===== config.mk =====
export PLATFORM = sky130hd
export DESIGN_NAME = wp_discard_filter
export DESIGN_NICKNAME = d
export VERILOG_FILES = /design/src/rtl/wp_filter_pkg.sv /design/src/rtl/wp_switch_latch.sv /design/src/rtl/wp_drop_fsm.sv /design/src/rtl/wp_discard_filter.sv
export SDC_FILE = /design/constraint.sdc
export NUM_CORES = 1
export LEC_CHECK = 0
export ABC_AREA = 1
export BUFFER_PORTS_ARGS = -buffer_cell sky130_fd_sc_hd__buf_4
export CAP_MARGIN = 20
export CORE_AREA = 2 2 67 69
export DETAILED_ROUTE_END_ITERATION = 12
export DIE_AREA = 0 0 69 71
export GPL_ROUTABILITY_DRIVEN = 1
export PLACE_DENSITY = 0.82
export SLEW_MARGIN = 20
export SYNTH_ARGS = -nofsm -noshare
export SYNTH_HDL_FRONTEND = slang
export SYNTH_SLANG_ARGS = --single-unit

===== constraint.sdc =====
create_clock -name clk -period 1.5 [get_ports clk]
set_clock_uncertainty 0.05 [all_clocks]
set_input_delay 0.375 -clock clk [delete_from_list [all_inputs] [get_ports clk]]
set_output_delay 0.375 -clock clk [all_outputs]
set_load 0.005 [all_outputs]

===== src/rtl/wp_filter_pkg.sv =====
package wp_filter_pkg;

  typedef enum logic [0:0] {
    DROP_IDLE = 1'b0,
    DROP_BUSY = 1'b1
  } drop_state_e;

  // Opcodes that carry host data towards the media
  function automatic logic op_is_write(input logic [7:0] op);
    case (op)
      8'h30, 8'h31, 8'h34, 8'h35, 8'h39,
      8'h61, 8'hC5, 8'hCA, 8'hCB: return 1'b1;
      default:                    return 1'b0;
    endcase
  endfunction

endpackage


===== src/rtl/wp_switch_latch.sv =====
module wp_switch_latch #(
  parameter int SYNC_STAGES = 2
) (
  input  logic clk,
  input  logic rst_n,
  input  logic switch_i,
  output logic protect_o
);
  localparam int SETTLE_W = $clog2(SYNC_STAGES + 1);

  logic [SYNC_STAGES-1:0] sync_q, sync_d;
  logic [SETTLE_W-1:0]    settle_q, settle_d;
  logic                   locked_q, locked_d;
  logic                   prot_q, prot_d;
  logic                   capture;

  assign capture = !locked_q && (settle_q == SETTLE_W'(SYNC_STAGES));

  always_comb begin
    sync_d   = {sync_q[SYNC_STAGES-2:0], switch_i};
    settle_d = settle_q;
    locked_d = locked_q;
    prot_d   = prot_q;
    if (!locked_q && !capture) settle_d = settle_q + SETTLE_W'(1);
    if (capture) begin
      locked_d = 1'b1;
      prot_d   = sync_q[SYNC_STAGES-1];
    end
  end

  always_ff @(posedge clk or negedge rst_n) begin
    if (!rst_n) begin
      sync_q   <= '0;
      settle_q <= '0;
      locked_q <= 1'b0;
      prot_q   <= 1'b0;
    end else begin
      sync_q <= sync_d;
      if (!locked_q) begin
        settle_q <= settle_d;
        locked_q <= locked_d;
      end
      if (capture) prot_q <= prot_d;
    end
  end

  assign protect_o = prot_q;
endmodule


===== src/rtl/wp_drop_fsm.sv =====
module wp_drop_fsm
  import wp_filter_pkg::*;
#(
  parameter int CNT_W = 8
) (
  input  logic             clk,
  input  logic             rst_n,
  input  logic             start_i,
  input  logic [CNT_W-1:0] count_i,
  input  logic             beat_i,
  output logic             active_o,
  output logic             done_o
);
  drop_state_e      state_q, state_d;
  logic [CNT_W-1:0] left_q, left_d;
  logic             left_en;
  logic             done_q, done_d;

  always_comb begin
    state_d = state_q;
    left_d  = left_q;
    left_en = 1'b0;
    done_d  = 1'b0;
    case (state_q)
      DROP_IDLE: begin
        if (start_i) begin
          state_d = DROP_BUSY;
          left_d  = count_i - CNT_W'(1);
          left_en = 1'b1;
        end
      end
      DROP_BUSY: begin
        if (beat_i) begin
          if (left_q == '0) begin
            state_d = DROP_IDLE;
            done_d  = 1'b1;
          end else begin
            left_d  = left_q - CNT_W'(1);
            left_en = 1'b1;
          end
        end
      end
      default: state_d = DROP_IDLE;
    endcase
  end

  always_ff @(posedge clk or negedge rst_n) begin
    if (!rst_n) begin
      state_q <= DROP_IDLE;
      left_q  <= '0;
      done_q  <= 1'b0;
    end else begin
      state_q <= state_d;
      done_q  <= done_d;
      if (left_en) left_q <= left_d;
    end
  end

  assign active_o = (state_q == DROP_BUSY);
  assign done_o   = done_q;
endmodule


===== src/rtl/wp_discard_filter.sv =====
module wp_discard_filter
  import wp_filter_pkg::*;
#(
  parameter int DATA_W      = 32,
  parameter int CNT_W       = 8,
  parameter int SYNC_STAGES = 2
) (
  input  logic              clk,
  input  logic              rst_n,
  input  logic              wp_switch_i,
  input  logic              cmd_valid_i,
  input  logic [7:0]        cmd_opcode_i,
  input  logic [CNT_W-1:0]  cmd_count_i,
  output logic              be_cmd_valid_o,
  output logic [7:0]        be_cmd_opcode_o,
  output logic [CNT_W-1:0]  be_cmd_count_o,
  input  logic              host_valid_i,
  input  logic [DATA_W-1:0] host_data_i,
  output logic              host_ready_o,
  output logic              media_valid_o,
  output logic [DATA_W-1:0] media_data_o,
  input  logic              media_ready_i,
  input  logic              be_done_i,
  input  logic              be_err_i,
  output logic              cmd_done_o,
  output logic              cmd_err_o,
  output logic              wp_active_o
);
  logic protect;
  logic discarding;
  logic drop_start;
  logic drop_beat;
  logic drop_done;

  wp_switch_latch #(.SYNC_STAGES(SYNC_STAGES)) u_latch (
    .clk       (clk),
    .rst_n     (rst_n),
    .switch_i  (wp_switch_i),
    .protect_o (protect)
  );

  assign drop_start = cmd_valid_i && protect && !discarding && op_is_write(cmd_opcode_i);
  assign drop_beat  = discarding && host_valid_i;

  wp_drop_fsm #(.CNT_W(CNT_W)) u_fsm (
    .clk      (clk),
    .rst_n    (rst_n),
    .start_i  (drop_start),
    .count_i  (cmd_count_i),
    .beat_i   (drop_beat),
    .active_o (discarding),
    .done_o   (drop_done)
  );

  // Command path towards the backend
  assign be_cmd_valid_o  = cmd_valid_i && !drop_start;
  assign be_cmd_opcode_o = cmd_opcode_i;
  assign be_cmd_count_o  = cmd_count_i;

  // Data path: sink locally while discarding, otherwise straight through
  assign host_ready_o  = discarding ? 1'b1 : media_ready_i;
  assign media_valid_o = host_valid_i && !discarding;
  assign media_data_o  = discarding ? '0 : host_data_i;

  // Completion: local clean finish or backend passthrough
  assign cmd_done_o  = drop_done || (be_done_i && !discarding);
  assign cmd_err_o   = !drop_done && be_done_i && be_err_i && !discarding;
  assign wp_active_o = protect;
endmodule


==> results.md, run 1 <==
* Outcome: finished with violations
* Failing checks: setup timing
* Worst-path clk slew at 0.06 ns
* Layout cells sized above 1 at 0.544
* Fin util at 0.674
* Global Route met1 Usage at 0.216
* Drt pass-1 iters at 4
* Critical Path End Type: register
* Diode count at 0
* FF/Latch Area at 402 um^2
* Worst r2r dst: u_fsm.left_q[7]
* Cells after Synth at 237
* Area of the multi-input gates at 900 um^2
* FMAX at 0.589 GHz
* Ranking of synthesized cells by area: dfrtp_1 (28%), inv_1 (15%), nor2_1 (12%)
* Final net count at 419
* Fin crit share at 1.13
* Unique cell type count in the Yosys netlist at 27
* H-tree Lvls at 1
* Hold Vio Cnt, Final at 0
* Worst Reg2Reg Path Length in Cells at 12
* Top Usage Layer GRT: met2
* Met3 Usage GRT at 0.0328
* Final WL at 5290 um
* Final ANT Viol Nets at 0
* Worst-margin pin slew at 0.247 ns
* Io pins at 110
* Initial antenna violation count at 0
* Max_slew headroom at 0.834
* WP data arrival at 1.79 ns
* HPWL after DPL at 3310 um
* Drt first-iter violations at 64
* Maximum VDD drop at 639 uV
* Register area share after synthesis at 0.277
* Crit path to: u_fsm.left_q[7]
* Startpoint Class: register
* Via count at 1848
* Clk sinks at 16
* GP Congestion at 0.897
* Hold slack at 0.175 ns
* Overall die width at 69 um
* Cell Pwr Density at 1430 nW/um^2
* HP Class: primary input to register
* Setup slack after layout at -0.198 ns
* Minimum clock period at 1.70 ns
* Vias in the first global route at 1643
* Met2 Use GR at 0.310
* GRT Util Overall at 0.178
* Core Region at 4200 um^2
* Synth-to-layout area growth at 95.9%
* CP Depth at 12
* First-pass GRT wire length at 7270 um
* Synth top area share at 0.277
* WP buf/inv at 3
* CP Class: register to register
* Syn nets at 295
* Critical Path RT at 1.60 ns
* CTS tree: done
* Post-synthesis register bit count at 16
* RSZ-0062 raised after global routing: true
* CTS Root Cell: clkbuf_8
* Number of port buffers at 109
* Die H at 71 um
* Reg-to-Reg Start: u_fsm.active_o
* MaxCap Viol Count at 0
* Crit path from: u_fsm.active_o
* Fin. max-slew vios at 0
* Drt wl/cell at 12.8 um
* R2r setup slk at -0.20 ns
* Largest stage delay, worst path at 0.47 ns
* CP Cell Sequence: buf_6 -> nand2_2 -> inv_2 -> a21oi_2 -> buf_4 -> nand2_4 -> nor2_4 -> nand2_2 -> nand2_2 -> nand2_1 -> nand2_1 -> nand2_1
* Setup Viol. Count Final at 43
* Initial core utilization at 0.344
* Die area at 4900 um^2
* Skew-Pair Late Insertion Delay at 0.25 ns
* Dominant cell type by area after synthesis: dfrtp_1
* Warnings, synthesis at 0
* Most frequent cells in the layout: buf_4 (107), inv_1 (53), nand2_1 (41)
* Most common cell after layout, fill and taps aside: buf_4
* Num CTS Buffers at 3
* Leak Pwr at 0.00160 uW
* Max Root-Sink Buffers at 2
* CP max-delay cell: dfrtp_2
* Largest net degree at the start of global routing at 17
* Grt ovf at 0
* Cell Rows at 24
* Mean post-synth cell area at 6.11 um^2
* Remaining DRCs at 0
* Area of the mapped netlist at 1450 um^2
* Worst Path Max Fanout at 5
* Fillcell total at 322
* DR vias/cell at 4.49
* Crit path max-delay family: simple AND/OR/NAND/NOR gates
-- synthesized netlist by cell type (all sizes together) --
library cell	number
a21boi	1
a21oi	2
a31oi	1
buf	21
dfrtp	16
ha	2
inv	56
nand2	52
nand3	14
nand4	2
nor2	51
nor3	2
nor3b	1
o21ai	10
or2	2
xnor2	1
xor2	3
-- cell type report --
| type | instances | area share |
|---|---|---|
| flip-flops and latches | 16 | 0.142 |
| inverters | 56 | 0.0741 |
| multi-input cells | 144 | 0.317 |
| clock buffers | 4 | 0.0194 |
| well taps | 52 | 0.0229 |
| repair buffers | 140 | 0.425 |
-- metal layers --
layer	vias up	routed length [um]
met1	816	1990
met2	91	2790
met3	17	352
met5	-	0
li1	924	-
met4	0	158
-- flip-flops by register name, indices dropped and copies added (netlist names) --
signal and cells:
u_fsm.left_q 8, u_fsm.active_o 1, u_fsm.done_o 1, u_latch.locked_q 1, u_latch.settle_q 2, u_latch.protect_o 1
u_latch.sync_q 2
-- timing repair --
item                       CTS  global route
gates resized for setup     42            58
setup endpoints to repair   45            43
pin swaps                   19            13
hold endpoints to repair    16             0
hold buffers                 1             0
setup buffers                9             6
-- how the worst min path moves through the flow --
stage | start | to | slack (ns) | cells after the start
global placement | rst_n | u_fsm.left_q[7] | 0.19 | 1
global route | wp_switch_i | u_latch.sync_q[0] | 0.18 | 1
CTS | wp_switch_i | u_latch.sync_q[0] | 0.17 | 1
floorplan | rst_n | u_fsm.active_o | 0.03 | 0
finish | wp_switch_i | u_latch.sync_q[0] | 0.17 | 1
detailed placement | rst_n | u_fsm.left_q[7] | 0.19 | 1
-- metrics by stage --
step           total power [uW]  setup slack, ns  area, um^2  TNS (ns)  cells
3_3_place_gp               2590          -0.0987        2300    -0.721    392
3_5_place_dp               2620           -0.119        2300    -0.949    392
4_1_cts                    3490           -0.166        2560     -4.43    406
5_1_grt                    4350           -0.285        2840     -7.06    412
6_report                   4060           -0.198        2840     -5.43    412
2_1_floorplan              1740           0.0215        1450         0    237
-- cells by family after synthesis --
kind of cell / count (synthesis) / synth area share
xor+xnor: 4 / 0.0242
compound gates: 14 / 0.0614
buf+inv: 77 / 0.252
flops: 16 / 0.277
fa+ha+maj: 2 / 0.0173
simple gates: 124 / 0.369
-- power by group --
| part | switching, uW | total, uW | internal (uW) |
|---|---|---|---|
| Clock | 154 | 387 | 233 |
| Combinational | 1380 | 3000 | 1620 |
| Sequential | 115 | 671 | 556 |
No activity file was read; power rests on OpenSTA's default activity.
==> run 2: changes to the inputs <==
--- a/config.mk
+++ b/config.mk
@@ -8,12 +8,13 @@
 export ABC_AREA = 1
 export BUFFER_PORTS_ARGS = -buffer_cell sky130_fd_sc_hd__buf_4
 export CAP_MARGIN = 20
-export CORE_AREA = 2 2 67 69
+export CORE_AREA = 2 2 68 70
 export DETAILED_ROUTE_END_ITERATION = 12
-export DIE_AREA = 0 0 69 71
+export DIE_AREA = 0 0 70 72
 export GPL_ROUTABILITY_DRIVEN = 1
-export PLACE_DENSITY = 0.82
+export PLACE_DENSITY = 0.83
 export SLEW_MARGIN = 20
 export SYNTH_ARGS = -nofsm -noshare
 export SYNTH_HDL_FRONTEND = slang
+export SYNTH_HIERARCHICAL = 1
 export SYNTH_SLANG_ARGS = --single-unit
==> run 2 against run 1 <==
Effect of this change:
- the run still ends with setup timing left
- cell count up 1.7%
- die area rose by 2.9%
- sequential share of layout area up 0.15 points
- critical endpoint is now cmd_done_o
- highest routed layer unchanged
- largest power group unchanged
- via count down 1.8%
- fmax shrank 0.98%
- power grew 5.8%
- synthesized area increased by 6.1%
- combinational power is 8.7% higher
==> results.md, run 2 <==
* Final ANT Viol Nets at 0
* Syn nets at 313
* Fin util at 0.656
* Overall die width at 70 um
* Fin. max-slew vios at 0
* Final std cells w/o fill at 419
* Skew-Pair Late Insertion Delay at 0.25 ns
* Top-count cell post-synth: inv_1
* Drt wl/cell at 11.2 um
* Final net count at 426
* Outcome: finished with violations
* Vias in the first global route at 1695
* Largest net degree at the start of global routing at 19
* Number of port buffers at 109
* Most used DFF post-synth: dfrtp_1
* GP Congestion at 0.915
* CTS tree: done
* Initial core utilization at 0.360
* Worst-path clk slew at 0.06 ns
* Most frequent cells in the layout: buf_4 (107), inv_1 (66), nand2_1 (52)
* Layout cells sized above 1 at 0.548
* Drt first-iter violations at 20
* Clk sinks at 16
* Initial antenna violation count at 0
* Num CTS Buffers at 3
* Io pins at 110
* Post-synth EDFFs at 0
* Commonest cells post-synth: inv_1 (67), nand2_1 (55), nor2_1 (44)
* Most common cell after layout, fill and taps aside: buf_4
* Fin crit share at 1.14
* Setup Viol. Count Final at 46
* Setup TNS at -5.59 ns
* Worst-margin pin slew at 0.317 ns
* First-pass GRT wire length at 7090 um
* CP Class: register to output pin
* H-tree Lvls at 1
* Critical Path End Type: output pin
* Cells after Synth at 255
* HPWL after DPL at 3410 um
* Warnings, synthesis at 6
* Synth-to-layout area growth at 82.1%
* Diode count at 0
* Fillcell total at 352
* Via count at 1814
* Max Root-Sink Buffers at 2
* Core Region at 4260 um^2
* Ranking of synthesized cells by area: dfrtp_1 (26%), inv_1 (16%), nand2_1 (13%)
* Cell Pwr Density at 1540 nW/um^2
* Reg with most FFs: u_fsm/left_q
* RSZ-0062 raised after global routing: true
* Failing checks: setup timing
* Met3 wire len at 343 um
* Max reg flops at 8
* Max_slew headroom at 0.787
* Final WL at 4680 um
* Hold slack at 0.179 ns
* Post-synthesis register bit count at 16
* Remaining DRCs at 0
* Grt ovf at 0
* Hold Vio Cnt, Final at 0
* Mean post-synth cell area at 6.03 um^2
* Startpoint Class: register
* FFs w/ async S/R, synth at 1.00
* Area of the mapped netlist at 1540 um^2
* Die area at 5040 um^2
* Biggest regs: u_fsm/left_q x8, u_latch/settle_q x2, u_latch/sync_q x2
* Setup slack after layout at -0.215 ns
* Placed Instances at 407
* Worst Path Max Fanout at 7
* CTS Root Cell: clkbuf_8
* Cell Rows at 24
* Drt pass-1 iters at 4
* FMAX at 0.583 GHz
* Synth top area share at 0.261
* Maximum VDD drop at 1120 uV
* Fin area at 2800 um^2
* Leak Pwr at 0.00160 uW
* GRT Util Overall at 0.170
* Area after DPL at 2370 um^2
* Register area share after synthesis at 0.261
* Critical Path RT at 1.07 ns
* WP data arrival at 1.29 ns
* Minimum clock period at 1.72 ns
* Die H at 72 um
* Unique cell type count in the Yosys netlist at 26
* Met1 wire length at 1770 um
* Dominant cell type by area after synthesis: dfrtp_1
* Uppermost routed layer: met4
* HP Class: primary input to register
* DR vias/cell at 4.33
* MaxCap Viol Count at 0
* Metal2 WL at 2520 um
==> run 2: stage by stage <==
step                      worst slack (ns)  power [uW]
after floorplan                    -0.0849        2120
after global placement              -0.217        3030
after detailed placement            -0.268        3090
after CTS                           -0.180        3890
after global routing                -0.273        4640
final                               -0.215        4300
==> run 2: cells by family after synthesis <==
logic type               Yosys count  share of synthesized area
adder cells (fa/ha/maj)            2                     0.0163
XOR/XNOR                           1                    0.00570
flip-flops                        16                      0.261
AO/OA/AOI/OAI                     16                     0.0700
buffers and inverters             91                      0.274
AND/OR/NAND/NOR                  129                      0.373
==> run 2: path summary, 6_finish.rpt <==
path                            cells past startpoint  slack (ns)                end               from
min in group asynchronous                           2        0.47    u_fsm/left_q[3]              rst_n
worst min register to register                      0        0.30  u_latch/sync_q[1]  u_latch/sync_q[0]
max in group asynchronous                           2        0.75    u_fsm/left_q[7]              rst_n
worst max register to register                     11       -0.18    u_fsm/left_q[3]     u_fsm/active_o
worst min-delay path                                1        0.18  u_latch/sync_q[0]        wp_switch_i
worst max-delay path                                5       -0.22         cmd_done_o     u_fsm/active_o
==> run 2: timing repair <==
action / CTS / global route
gates cloned: 1 / 1
resized for setup: 33 / 52
endpoints found under the setup margin: 45 / 47
endpoints found under the hold margin: 16 / 0
pin swaps: 11 / 9
setup buffers: 5 / 1
hold buffers: 1 / 0
==> run 2: layout make-up <==
class / instances / area, um^2 / area share
Multi-Input combinational cell: 148 / 906 / 0.324
Timing Repair Buffer: 130 / 1100 / 0.395
Inverter: 69 / 267 / 0.0953
Clock buffer: 4 / 55.1 / 0.0197
Tap cell: 52 / 65.1 / 0.0233
Sequential cell: 16 / 400 / 0.143
==> run 2: layer usage <==
metal | GRT usage | vias to the layer above
met3 | 0.0444 | 6
li1 | - | 940
met1 | 0.173 | 805
met5 | 0 | -
met2 | 0.340 | 63
met4 | 0.0449 | 0
==> run 2: power by group <==
part / internal, uW / total [uW] / switching (uW)
combinational: 1660 / 3260 / 1610
sequential: 566 / 657 / 91.7
clock: 233 / 378 / 145
total: 2460 / 4300 / 1840
==> run 2: worst max-delay path, cell delays in order (launching register included) <==
cell	delay [ns]
dfrtp_1	0.39
buf_6	0.18
buf_8	0.16
inv_4	0.04
a21o_1	0.16
buf_6	0.11
